### src/rtl/isr_ctrl_pkg.sv
package isr_ctrl_pkg;

  localparam int unsigned OFS_ERRCTL  = 32'h00;
  localparam int unsigned OFS_STATUS  = 32'h04;
  localparam int unsigned OFS_MASK    = 32'h08;
  localparam int unsigned OFS_UNMASK  = 32'h0C;
  localparam int unsigned OFS_DOMASK  = 32'h10;
  localparam int unsigned BUS_W       = 32;

  typedef struct packed {
    logic errctl;
    logic status;
    logic mask;
    logic unmask;
    logic domask;
  } reg_hit_t;

  // status after clear-by-one and set-by-event; set wins
  function automatic logic [31:0] f_next_status(input logic [31:0] cur,
                                                input logic [31:0] clr,
                                                input logic [31:0] set);
    return (cur & ~clr) | set;
  endfunction

  // mask after unmask and mask-set commands
  function automatic logic [31:0] f_next_mask(input logic [31:0] cur,
                                              input logic [31:0] unm,
                                              input logic [31:0] dom);
    return (cur & ~unm) | dom;
  endfunction

  function automatic logic f_pending(input logic [31:0] st,
                                     input logic [31:0] mk);
    return |(st & ~mk);
  endfunction

endpackage

### src/rtl/isr_addr_decode.sv
module isr_addr_decode
  import isr_ctrl_pkg::*;
#(
  parameter int ADDR_W = 12
) (
  input  logic [ADDR_W-1:0] addr,
  output reg_hit_t          hit
);

  always_comb begin
    hit = '0;
    if (addr[1:0] == 2'b00) begin
      case (addr)
        ADDR_W'(OFS_ERRCTL): hit.errctl = 1'b1;
        ADDR_W'(OFS_STATUS): hit.status = 1'b1;
        ADDR_W'(OFS_MASK):   hit.mask   = 1'b1;
        ADDR_W'(OFS_UNMASK): hit.unmask = 1'b1;
        ADDR_W'(OFS_DOMASK): hit.domask = 1'b1;
        default:             hit        = '0;
      endcase
    end
  end

  // at most one register selected, none for misaligned offsets
  always_comb begin
    assert ($onehot0(hit)) else $error("p_onehot_hit_r9");
    if (addr[1:0] != 2'b00)
      assert (hit == '0) else $error("p_misaligned_nohit_r9");
  end

endmodule

### src/rtl/isr_state.sv
module isr_state
  import isr_ctrl_pkg::*;
#(
  parameter int SRC_W = 1
) (
  input  logic             clk,
  input  logic             rst_n,
  input  logic             st_clr_we,
  input  logic             unmask_we,
  input  logic             domask_we,
  input  logic [SRC_W-1:0] wdata,
  input  logic [SRC_W-1:0] event_in,
  output logic [SRC_W-1:0] status,
  output logic [SRC_W-1:0] mask,
  output logic             irq
);

  logic [SRC_W-1:0] clr_bits, unm_bits, dom_bits;
  logic [SRC_W-1:0] status_nx, mask_nx;
  logic             irq_nx;

  assign clr_bits  = st_clr_we ? wdata : '0;
  assign unm_bits  = unmask_we ? wdata : '0;
  assign dom_bits  = domask_we ? wdata : '0;
  assign status_nx = SRC_W'(f_next_status(32'(status), 32'(clr_bits), 32'(event_in)));
  assign mask_nx   = SRC_W'(f_next_mask(32'(mask), 32'(unm_bits), 32'(dom_bits)));
  assign irq_nx    = f_pending(32'(status_nx), 32'(mask_nx));

  always_ff @(posedge clk or negedge rst_n) begin
    if (!rst_n) begin
      status <= '0;
      mask   <= '1;
      irq    <= 1'b0;
    end else begin
      status <= status_nx;
      mask   <= mask_nx;
      irq    <= irq_nx;
    end
  end

  // registered interrupt agrees with stored state after every edge
  p_irq_level_r7: assert property (@(posedge clk) disable iff (!rst_n)
    irq == (|(status & ~mask)));

  // mask moves only under a command write
  p_mask_hold_r3: assert property (@(posedge clk) disable iff (!rst_n)
    (!unmask_we && !domask_we) |=> $stable(mask));

  for (genvar g = 0; g < SRC_W; g++) begin : g_bit
    p_event_sets_r6: assert property (@(posedge clk) disable iff (!rst_n)
      event_in[g] |=> status[g]);
    p_w1c_clears_r2: assert property (@(posedge clk) disable iff (!rst_n)
      (st_clr_we && wdata[g] && !event_in[g]) |=> !status[g]);
    p_unmask_r4: assert property (@(posedge clk) disable iff (!rst_n)
      (unmask_we && wdata[g] && !domask_we) |=> !mask[g]);
    p_domask_r5: assert property (@(posedge clk) disable iff (!rst_n)
      (domask_we && wdata[g]) |=> mask[g]);
  end

endmodule

### src/rtl/isr_read_mux.sv
module isr_read_mux
  import isr_ctrl_pkg::*;
#(
  parameter int SRC_W = 1
) (
  input  reg_hit_t         hit,
  input  logic [SRC_W-1:0] status,
  input  logic [SRC_W-1:0] mask,
  input  logic             errctl_q,
  output logic [BUS_W-1:0] rd_data
);

  always_comb begin
    rd_data = '0;
    if (hit.errctl) rd_data[0]         = errctl_q;
    if (hit.status) rd_data[SRC_W-1:0] = status;
    if (hit.mask)   rd_data[SRC_W-1:0] = mask;
  end

  // command registers never return data
  always_comb begin
    if (hit.unmask || hit.domask)
      assert (rd_data == '0) else $error("p_cmd_reads_zero_r4");
  end

endmodule

### src/rtl/isr_ctrl.sv
module isr_ctrl
  import isr_ctrl_pkg::*;
#(
  parameter int ADDR_W = 12,
  parameter int SRC_W  = 1
) (
  input  logic              clk,
  input  logic              rst_n,
  input  logic              wr_en,
  input  logic [ADDR_W-1:0] addr,
  input  logic [31:0]       wr_data,
  output logic [31:0]       rd_data,
  input  logic [SRC_W-1:0]  event_in,
  output logic              irq,
  output logic              err_resp_en
);

  reg_hit_t         hit;
  logic [SRC_W-1:0] status, mask;
  logic             errctl_q;
  logic             st_clr_we, unmask_we, domask_we, errctl_we;

  isr_addr_decode #(.ADDR_W(ADDR_W)) u_dec (
    .addr (addr),
    .hit  (hit)
  );

  assign st_clr_we = wr_en & hit.status;
  assign unmask_we = wr_en & hit.unmask;
  assign domask_we = wr_en & hit.domask;
  assign errctl_we = wr_en & hit.errctl;

  isr_state #(.SRC_W(SRC_W)) u_state (
    .clk       (clk),
    .rst_n     (rst_n),
    .st_clr_we (st_clr_we),
    .unmask_we (unmask_we),
    .domask_we (domask_we),
    .wdata     (wr_data[SRC_W-1:0]),
    .event_in  (event_in),
    .status    (status),
    .mask      (mask),
    .irq       (irq)
  );

  always_ff @(posedge clk or negedge rst_n) begin
    if (!rst_n)         errctl_q <= 1'b0;
    else if (errctl_we) errctl_q <= wr_data[0];
  end

  assign err_resp_en = errctl_q;

  isr_read_mux #(.SRC_W(SRC_W)) u_rd (
    .hit      (hit),
    .status   (status),
    .mask     (mask),
    .errctl_q (errctl_q),
    .rd_data  (rd_data)
  );

  // control bit follows a write to offset 0x0
  p_errctl_write_r8: assert property (@(posedge clk) disable iff (!rst_n)
    (wr_en && hit.errctl) |=> (err_resp_en == $past(wr_data[0])));

  // writes outside the map touch no state
  p_unmapped_inert_r9: assert property (@(posedge clk) disable iff (!rst_n)
    (wr_en && hit == '0 && event_in == '0) |=> ($stable(status) && $stable(mask) && $stable(err_resp_en)));

endmodule

### config.mk
export PLATFORM = sky130hd
export DESIGN_NAME = isr_ctrl
export DESIGN_NICKNAME = d
export VERILOG_FILES = /design/src/rtl/isr_ctrl_pkg.sv /design/src/rtl/isr_addr_decode.sv /design/src/rtl/isr_state.sv /design/src/rtl/isr_read_mux.sv /design/src/rtl/isr_ctrl.sv
export SDC_FILE = /design/constraint.sdc
export NUM_CORES = 1
export LEC_CHECK = 0
export BUFFER_PORTS_ARGS = -buffer_cell sky130_fd_sc_hd__buf_2
export CAP_MARGIN = 20
export CORE_MARGIN = 2
export CORE_UTILIZATION = 26
export CTS_CLUSTER_SIZE = 30
export DETAILED_ROUTE_END_ITERATION = 6
export PLACE_DENSITY = 0.75
export SLEW_MARGIN = 5
export SYNTH_ARGS = -nofsm -noshare
export SYNTH_HDL_FRONTEND = slang
export SYNTH_HIERARCHICAL = 1
export SYNTH_SLANG_ARGS = --single-unit
### constraint.sdc
create_clock -name clk -period 1.4 [get_ports clk]
set_input_delay 0.07 -clock clk [delete_from_list [all_inputs] [get_ports clk]]
set_output_delay 0.07 -clock clk [all_outputs]
set_load 0.01 [all_outputs]
==> results by group <==
Drt
  • Post-DRT Antenna Nets: 0
  • DRC viols: 0
  • Via count: 447
  • DR WL/cell: roughly 8.6 um
  • Initial DRT Pass Iterations: 4
  • Initial DRC Count: 5
  • Vias/cell: roughly 3.7
  • Total Wirelength: 1.031 mm

Synth
  • Sequential fraction of the synthesis area: 0.1837
  • Cells after Synth: 64
  • Synth Flop Type: dfrtp_1
  • Mapped Avg Cell Area: ~8.6 um^2
  • Most frequent cell after synthesis: buf_4
  • Netlist cell types: 20
  • Post-synth top cells: 31 x buf_4, 5 x nor4_1
  • Synth async-reset ratio: 1.000
  • Synthesized cell area: 551.8 um^2
  • Post-synth EDFFs: 0
  • Largest area contributor in the netlist: buf_4
  • Top post-synthesis cells by area: buf_4 42%, dfrtp_1 14%, nor4_1 5.7%
  • Ys Warns: 6
  • Flops & latches, synth: 4
  • Top-area cell type share of the netlist area: 0.4218

Worst setup path
  • Reg-to-reg endpoint: u_state/irq$_DFF_PN0_
  • Crit path DAT: 1.45 ns
  • CP max FO: 3
  • Flop2flop setup slack: 0.54 ns
  • Worst EP required: 1.33 ns
  • Element type at the critical path end: output port
  • Type of origin of the critical path: primary input
  • FF-to-FF Start: u_state/status$_DFF_PN0_
  • Critical path class: in2out
  • Worst R2R Path Depth: 2

Power
  • P_int: 260.1 uW
  • Sw Share: 0.3160
  • Total Power: 380.2 uW
  • Seq pwr share: 0.308
  • VDD IR max: between 0.4 and 0.5 mV
  • Combinational power share: 0.268
  • Power share of the clock group: 0.424
  • PD cells: 538.8 nW/um^2
  • Psw: 120.1 uW
  • LEAKAGE: just under 0.4 nW

Cells and area
  • # diodes: 0
  • Nets: 142
  • Ratio of cells with drive above 1 in the final layout: 0.4946
  • Final Core Density: 0.3561
  • P&R area growth vs syn: 27.89%
  • Fill cells: 212

Global route
  • Total gr overflow: 0
  • Initial antenna violation count: 0
  • First-pass GRT wire length: about 1.6 mm
  • Vias in the first global route: between 300 and 400
  • GRT Resource Usage Total: 0.08386
  • Pin count of the biggest net entering global routing: 6

Floorplanning
  • Die area: 2507 um^2
  • Starting Density: 0.2784
  • Die Ht: 50.07 um
  • Top-Level Pins: 82
  • Row count: 16
  • Core area: 1982 um^2
  • Die width: ~50 um

STA
  • Crit path setup slack, layout: -0.1226 ns
  • Slew Limit Fails: 0
  • Final Hold Fails: 0
  • Final setup viols: 3
  • Fmax: between 600 and 700 MHz
  • Min cycle time layout: about 1.5 ns
  • Fin crit share: 1.088
  • Setup repair after global routing missed its margin: yes
  • Final Skew: 0.01243 ns

Outcome
  • Failing checks: negative setup slack
  • Status: finished, violations left

Placement
  • GP Congestion: 0.7451
  • HPWL after DPL: 823.2 um
  • Port Buffers: 19

Clock tree
  • Num CTS Buffers: 3
  • Clock sinks: 4
  • Latest clock arrival within the worst-skew pair: 0.24 ns
  • H-tree depth: 1
  • Clk buf depth: 2
  • Clock transition at path regs: 0.03 ns
  • TritonCTS clock tree: yes
  • CTS root buf: clkbuf_4

Worst hold path
  • Hold EP: u_state/status$_DFF_PN0_
  • Worst hold path startpoint: event_in
  • Hold path depth: 3
  • Hold/Removal Path Class: in2reg

Job
  • Max-Cap Viols: 0
[per-layer routing]
layer / GRT usage / wire (um) / vias up
li1: - / - / 217
met1: 0.07749 / 335 / 204
met2: 0.1535 / 574 / 24
met3: 0.03636 / 110 / 2
met4: 0.04167 / 11 / 0
met5: 0 / 0 / -
[placed cells by master, fill, tap and decap left out, types with 2 or more instances in the layout]
master    instances
buf_4             5
dfrtp_1           3
nand2_1           3
or3b_2            3
and2_2            3
nor4_4            2
buf_2            18
clkbuf_4          3
conb_1           31
nor4_1            2
[through the flow]
step	setup TNS [ns]	cells	hold slack (ns)	instance area (um^2)	setup slack, ns
floorplan	0	94	-0.2256	694.4	0.01539
global placement	-0.4250	112	-0.1265	613.1	-0.1443
detailed placement	-0.5371	112	-0.1238	613.1	-0.1607
CTS	-0.08301	118	0.02847	668.1	-0.08290
global route	-0.4380	120	0.05679	705.7	-0.1943
finish	-0.2610	120	0.03681	705.7	-0.1226
[power groups by stage]
stage	Combinational, mW	Clock [mW]	Sequential [mW]
after floorplan	0.119	0	0.119
after global placement	0.0870	0	0.119
after detailed placement	0.0890	0	0.119
after CTS	0.0944	0.170	0.117
after global routing	0.112	0.175	0.117
final	0.102	0.161	0.117
[logic make-up (layout without fill, tap and decap cells)]
family / count (synthesis) / count (layout) / share of synthesized area
buf+inv: 32 / 31 / 0.4286
mux: 1 / 1 / 0.02720
other cells: 1 / 31 / 0.006796
flops: 4 / 4 / 0.1837
compound gates: 5 / 5 / 0.07257
simple gates: 21 / 21 / 0.2812
[how the worst max path moves through the flow]
stage               startpoint               endpoint  slack (ns)
CTS                    addr[8]             rd_data[0]       -0.08
floorplan              addr[1]  u_state/irq$_DFF_PN0_        0.02
global placement       addr[1]  u_state/irq$_DFF_PN0_       -0.14
finish                 addr[1]             rd_data[0]       -0.12
detailed placement     addr[1]  u_state/irq$_DFF_PN0_       -0.16
global route           addr[1]             rd_data[0]       -0.19
[layout make-up]
| type | instances | area (um^2) | share of cell area |
|---|---|---|---|
| Multi-Input combinational cell | 58 | 371.6 | 0.5266 |
| Clock buffer | 4 | 26.28 | 0.03723 |
| Timing Repair Buffer | 26 | 168.9 | 0.2394 |
| Inverter | 1 | 3.754 | 0.005319 |
| Tap cell | 27 | 33.78 | 0.04787 |
| Sequential cell | 4 | 101.3 | 0.1436 |
[repair_timing]
action	4_1_cts	5_1_grt
gates resized for setup	2	2
buffers inserted	1	2
setup endpoints to repair	1	2
pin swaps	3	3
hold buffers	1	0
endpoints found under the hold margin	4	0
[sequential cells by signal (all words and copies together) (netlist names)]
signal	count
err_resp_en	1
u_state/irq	1
u_state/status	1
u_state/mask	1
[critical path, cell delays in order]
cell	delay (ns)
buf_6	0.09
or4_4	0.57
nor4_4	0.24
buf_4	0.16
nand3b_4	0.07
a21oi_2	0.12
buf_2	0.13
(Power assumes the default switching activity.)
